File: src/rtl/priv_legal_pkg.sv
package priv_legal_pkg;

  localparam int MODE_W    = 3;
  localparam int NUM_CLASS = 11;
  localparam int NUM_ENV   = 3;
  localparam int NUM_CBO   = 3;

  localparam logic [MODE_W-1:0] PM_M  = 3'd0;
  localparam logic [MODE_W-1:0] PM_HS = 3'd1;
  localparam logic [MODE_W-1:0] PM_HU = 3'd2;
  localparam logic [MODE_W-1:0] PM_VS = 3'd3;
  localparam logic [MODE_W-1:0] PM_VU = 3'd4;

  // class bit positions
  localparam int CL_SFVMA  = 0;
  localparam int CL_SFPART = 1;
  localparam int CL_HFGV   = 2;
  localparam int CL_HFVV   = 3;
  localparam int CL_HLSV   = 4;
  localparam int CL_FP     = 5;
  localparam int CL_VEC    = 6;
  localparam int CL_WFI    = 7;
  localparam int CL_CBZ    = 8;
  localparam int CL_CBCF   = 9;
  localparam int CL_CBI    = 10;

  // environment level positions
  localparam int LV_M = 0;
  localparam int LV_H = 1;
  localparam int LV_S = 2;

  localparam logic [1:0] CBIE_OFF   = 2'b00;
  localparam logic [1:0] CBIE_FLUSH = 2'b01;
  localparam logic [1:0] CBIE_RSVD  = 2'b10;
  localparam logic [1:0] CBIE_INV   = 2'b11;

  localparam logic [1:0] CTX_OFF = 2'b00;

  typedef struct packed {
    logic capture;
    logic clear;
  } dpStrobe_t;

endpackage

File: src/rtl/priv_legal_dp.sv
module priv_legal_dp
  import priv_legal_pkg::*;
#(
  parameter int CLASS_N  = NUM_CLASS,
  parameter int ENV_LVLS = NUM_ENV,
  parameter int RM_W     = 3,
  parameter int RM_MAX   = 4
) (
  input  logic                  clk,
  input  logic                  rstN,
  input  dpStrobe_t             strb,
  input  logic [MODE_W-1:0]     privMode,
  input  logic [CLASS_N-1:0]    instClass,
  input  logic                  tvm,
  input  logic                  vtvm,
  input  logic                  tw,
  input  logic                  vtw,
  input  logic                  hstatusHu,
  input  logic [1:0]            fsState,
  input  logic [1:0]            vsState,
  input  logic [RM_W-1:0]       roundMode,
  input  logic [ENV_LVLS-1:0]   envCbze,
  input  logic [ENV_LVLS-1:0]   envCbcfe,
  input  logic [2*ENV_LVLS-1:0] envCbie,
  output logic                  illegalQ,
  output logic                  virtualQ,
  output logic                  flushQ
);

  localparam logic [RM_W-1:0] RM_LIMIT = RM_W'(RM_MAX);

  logic isM, isHS, isHU, isVS, isVU, notM;
  logic [ENV_LVLS-1:0] cbieOn, cbieFlush, pathMask;
  logic [ENV_LVLS-1:0] cboEn [NUM_CBO];
  logic [NUM_CBO-1:0]  cboIll, cboVir;
  logic [CLASS_N-1:0]  illV, virV;
  logic anyIll, anyVir, flushPath, nextIll, nextVir, nextFlush;

  always_comb begin
    isM  = (privMode == PM_M);
    isHS = (privMode == PM_HS);
    isHU = (privMode == PM_HU);
    isVS = (privMode == PM_VS);
    isVU = (privMode == PM_VU);
    notM = isHS || isHU || isVS || isVU;
  end

  for (genvar l = 0; l < ENV_LVLS; l++) begin : g_lvl
    assign cbieOn[l]    = (envCbie[2*l +: 2] != CBIE_OFF) && (envCbie[2*l +: 2] != CBIE_RSVD);
    assign cbieFlush[l] = (envCbie[2*l +: 2] == CBIE_FLUSH);
  end

  assign cboEn[0] = envCbze;
  assign cboEn[1] = envCbcfe;
  assign cboEn[2] = cbieOn;

  // the three cache-block kinds share one gating shape
  for (genvar k = 0; k < NUM_CBO; k++) begin : g_cbo
    assign cboIll[k] = (notM && !cboEn[k][LV_M]) || (isHU && !cboEn[k][LV_S]);
    assign cboVir[k] = cboEn[k][LV_M] &&
                       ((isVS && !cboEn[k][LV_H]) ||
                        (isVU && (!cboEn[k][LV_H] || !cboEn[k][LV_S])));
  end

  always_comb begin
    pathMask = '0;
    if (isHS) pathMask[LV_M] = 1'b1;
    if (isHU) begin
      pathMask[LV_M] = 1'b1;
      pathMask[LV_S] = 1'b1;
    end
    if (isVS) begin
      pathMask[LV_M] = 1'b1;
      pathMask[LV_H] = 1'b1;
    end
    if (isVU) pathMask = '1;
    flushPath = |(pathMask & cbieFlush);
  end

  always_comb begin
    illV = '0;
    virV = '0;
    illV[CL_SFVMA]  = (isHS && tvm) || isHU;
    virV[CL_SFVMA]  = (isVS && vtvm) || isVU;
    illV[CL_SFPART] = isHU;
    virV[CL_SFPART] = isVU;
    illV[CL_HFGV]   = (isHS && tvm) || isHU;
    virV[CL_HFGV]   = isVS || isVU;
    illV[CL_HFVV]   = isHU;
    virV[CL_HFVV]   = isVS || isVU;
    illV[CL_HLSV]   = isHU && !hstatusHu;
    virV[CL_HLSV]   = isVS || isVU;
    illV[CL_FP]     = (fsState == CTX_OFF) || (roundMode > RM_LIMIT);
    illV[CL_VEC]    = (vsState == CTX_OFF);
    illV[CL_WFI]    = isHU || (notM && tw);
    virV[CL_WFI]    = (isVU && !tw) || (isVS && !tw && vtw);
    illV[CL_CBZ]    = cboIll[0];
    virV[CL_CBZ]    = cboVir[0];
    illV[CL_CBCF]   = cboIll[1];
    virV[CL_CBCF]   = cboVir[1];
    illV[CL_CBI]    = cboIll[2];
    virV[CL_CBI]    = cboVir[2];
  end

  always_comb begin
    anyIll    = |(illV & instClass);
    anyVir    = |(virV & instClass);
    nextIll   = anyIll;
    nextVir   = anyVir && !anyIll;
    nextFlush = instClass[CL_CBI] && flushPath && !anyIll && !anyVir;
  end

  always_ff @(posedge clk) begin
    if (!rstN || strb.clear) begin
      illegalQ <= 1'b0;
      virtualQ <= 1'b0;
      flushQ   <= 1'b0;
    end else if (strb.capture) begin
      illegalQ <= nextIll;
      virtualQ <= nextVir;
      flushQ   <= nextFlush;
    end
  end

endmodule

File: config.mk
export PLATFORM = sky130hd
export DESIGN_NAME = priv_legal_dp
export DESIGN_NICKNAME = d
export VERILOG_FILES = /design/src/rtl/priv_legal_pkg.sv /design/src/rtl/priv_legal_dp.sv
export SDC_FILE = /design/constraint.sdc
export NUM_CORES = 1
export LEC_CHECK = 0
export BUFFER_PORTS_ARGS = -buffer_cell sky130_fd_sc_hd__buf_2
export CORE_MARGIN = 4
export CORE_UTILIZATION = 30
export DETAILED_ROUTE_END_ITERATION = 7
export GPL_TIMING_DRIVEN = 0
export PLACE_DENSITY = 0.67
export SETUP_SLACK_MARGIN = 0.3
export SYNTH_ARGS = -nofsm -noshare
export SYNTH_HDL_FRONTEND = slang
export SYNTH_SLANG_ARGS = --single-unit
File: constraint.sdc
create_clock -name clk -period 1.75 [get_ports clk]
set_input_delay 0.175 -clock clk [delete_from_list [all_inputs] [get_ports clk]]
set_output_delay 0.175 -clock clk [all_outputs]
set_load 0.02 [all_outputs]
==> results by group <==
Run status
  • Outcome: finished, final reports clean

STA
  • Tightest Pin Transition: 0.325 ns
  • Slew HR: 78.3%
  • RSZ-0062 raised after global routing: no
  • Skew final: 0 ns
  • Fin crit share: 74.1%
  • Final Hold Vio Count: 0
  • Final setup vio count: 0
  • Clock period minus worst slack: 1.30 ns
  • WHS: 0.221 ns
  • FMAX: 771 MHz
  • Setup tns final: 0 ns
  • Final Max Slew Viols: 0

Placed design
  • DP Area: 742 um^2
  • Cells after DPL: 125
  • RD Place Congestion: 0.837
  • Number of port buffers: 44
  • Final HPWL DP: 1370 um

Worst setup path
  • CP arrival: 1.46 ns
  • Crit-path cells: buf_2 -> a222oi_1 -> a211oi_1 -> and4bb_4 -> nand4_1 -> o31ai_2
  • Slowest library cell on the worst path: a222oi_1
  • Crit path capture type: flip-flop
  • Crit Path Class: input port to flip-flop
  • Crit start category: input port
  • Worst path required time: 1.91 ns
  • R2r setup slk: 1.08 ns
  • Max incr delay on CP: 0.37 ns
  • Crit path max fanout: 3

Synthesis
  • Synth Area in Compound Gates: 45.1%
  • Synthesized area: 502 um^2
  • Largest family of logic cells by synthesized area: compound AO/OA/AOI/OAI gates
  • Synth Register Bits: 3
  • Register area share after synthesis: 12.0%
  • Synth Area in Adders: 0%
  • Simple-gate area share of the yosys netlist: 36.2%
  • Syn. warnings: 0
  • Cells after Synth: 65
  • Mean Syn Cell Area: 7.72 um^2
  • Yosys cell types: 33
  • Post-synthesis mux area share: 0%
  • Synth top area cells: dfxtp_1 12%, nand2b_1 7.5%, a2111oi_4 5.5%, nor2b_1 5.0%, inv_1 4.5%
  • XOR/XNOR Fraction of Synth Area: 0%
  • Top cell type's share of synthesized area: 12.0%
  • Biggest area consumer among synthesized cells: dfxtp_1
  • Mapped Nets: 107

Power and ir drop
  • Combinational share of power: 40.7%
  • Clock Power Share: 38.0%
  • P_int: 226 uW
  • Design Power: 333 uW
  • PD cells: 433 mW/mm^2
  • Switching share of power: 32.2%
  • Sw Pwr: 107 uW
  • Sequential Power Share: 21.3%
  • Leak pwr: 0.357 nW
  • Peak supply drop: 0.245 mV

Floorplan
  • FP Rows: 14
  • Die Area: 0.00239 mm^2
  • Die H: 48.9 um
  • Initial core utilization: 32.5%
  • Die width: 48.9 um
  • I/O Pins: 45
  • Core Region: 0.00154 mm^2

Detailed routing
  • Met3 routed WL: 90 um
  • Residual DRC: 0
  • Max Used Layer: met3
  • Avg WL per Cell: 12.2 um
  • Met2 WL post-DR: 808 um
  • ANT nets after route: 0
  • Met1 WL: 672 um
  • Initial DRT Pass Iterations: 4
  • Vias per cell: 5.20
  • Via count: 671
  • 1st-iter DRT viols: 12
  • WL final: 1570 um

Layout
  • Area delta synth->final: 53.1%
  • Final #Nets: 156
  • Non-filler instance count after layout: 129
  • Layout cells sized above 1: 49.6%
  • Storage cell area: 60.1 um^2
  • Area of the multi-input gates: 408 um^2
  • # diodes: 0
  • FILL cells: 161
  • Cell area after layout: 768 um^2

Clock network
  • CTS tree: done
  • CTS resizes: 0
  • Post-CTS Hold Buffers: 0
  • CTS root buffer: clkbuf_4
  • Clk_lat worst skew: 0.24 ns
  • Clock tree buffer depth: 2
  • TritonCTS Buffers: 3
  • Clock slew at reported path FFs: 0.04 ns
  • CTS sink count: 3
  • H-tree depth: 1
  • Postcts setup bufs: 0

Flow run
  • Max Cap Viol: 0

Global route
  • Total grt overflow: 0
  • Largest net degree at the start of global routing: 9
  • First-pass GRT wire length: 2700 um
  • Initial antenna violation count: 0
  • Total GRT Usage: 13.4%
  • Number of global-route vias before repair: 673

Worst hold path
  • Hold Path Class: input port to flip-flop
==> path summary, 6_finish.rpt <==
| path | from | to | cells after the start |
|---|---|---|---|
| setup / recovery | instClass[4] | flushQ$_SDFFE_PP0P_ | 6 |
| hold / removal | strb[0] | illegalQ$_SDFFE_PP0P_ | 4 |
| setup reg to reg | virtualQ$_SDFFE_PP0P_ | virtualQ$_SDFFE_PP0P_ | 3 |
| hold reg to reg | flushQ$_SDFFE_PP0P_ | flushQ$_SDFFE_PP0P_ | 2 |
==> layout by cell type (no fill, tap or decap), types with 2 or more instances in the layout <==
cell,netlist,routed
inv_1,6,6
nand2_1,5,5
nor2_1,4,4
o211ai_1,2,2
nor2b_1,4,4
buf_2,0,44
nand2b_1,6,6
o21ai_0,4,4
nand4_1,2,2
clkbuf_4,0,3
nor3b_1,3,3
dfxtp_1,3,3
a21oi_1,4,4
==> critical path: cells and delay by family <==
kind                   cells  cell delay [ns]
AOI/OAI and AO/OA          3             0.68
and+or+nand+nor            2             0.46
buffers and inverters      1             0.13
==> stage by stage <==
stage                     worst slack (ns)  util [%]
after floorplan                      0.427         -
after global placement               0.205      48.1
after detailed placement             0.214      48.1
after CTS                            0.461      49.8
after global routing                 0.363      49.8
final                                0.453      49.8
==> routing by layer <==
metal / track usage [%] / vias up
met5: 0 / -
met4: 2.69 / 0
met3: 3.06 / 0
met2: 23.0 / 20
met1: 16.9 / 306
li1: - / 345
==> Yosys cell counts <==
cell type / instances
a31oi_4: 1
a311oi_1: 1
a222oi_1: 1
nor3b_1: 3
a2bb2oi_1: 1
nand3b_1: 1
a21oi_1: 4
nor2b_1: 4
o22ai_1: 1
and4bb_4: 1
nor2_1: 4
nor3_1: 1
o22ai_2: 1
o21a_1: 1
inv_1: 6
o221ai_2: 1
buf_6: 1
a21oi_2: 1
o221ai_1: 1
o31ai_2: 1
nor4_1: 1
o211ai_1: 2
nand2_1: 5
nand4_1: 2
o21ai_0: 4
o21bai_1: 1
o21ai_2: 1
a2111oi_4: 1
dfxtp_1: 3
a211oi_1: 1
nand2b_1: 6
or3_1: 1
or3b_1: 1
==> sequential cells by signal (all words and copies together), names as in the netlist <==
signal,cells
flushQ,1
virtualQ,1
illegalQ,1
==> power by group through the flow <==
stage | Combinational, mW | Sequential, mW | Clock (mW)
after floorplan | 0.0608 | 0.0742 | 0
after global placement | 0.132 | 0.0721 | 0
after detailed placement | 0.135 | 0.0722 | 0
after CTS | 0.135 | 0.0711 | 0.131
after global routing | 0.152 | 0.0711 | 0.133
final | 0.135 | 0.0711 | 0.127
==> area by class of cell <==
| class | instances | area share [%] |
|---|---|---|
| plain buffers | 1 | 1.47 |
| clock buffers | 4 | 3.42 |
| inverters | 6 | 2.93 |
| multi-input cells | 55 | 53.1 |
| flip-flops and latches | 3 | 7.82 |
| well taps | 16 | 2.61 |
| repair buffers | 44 | 28.7 |
==> cell families (layout without fill, tap and decap cells) <==
| logic type | Yosys count | after routing |
|---|---|---|
| flip-flops | 3 | 3 |
| buffers and inverters | 7 | 55 |
| AO/OA/AOI/OAI | 25 | 25 |
| AND/OR/NAND/NOR | 30 | 30 |
(Power assumes the default switching activity.)
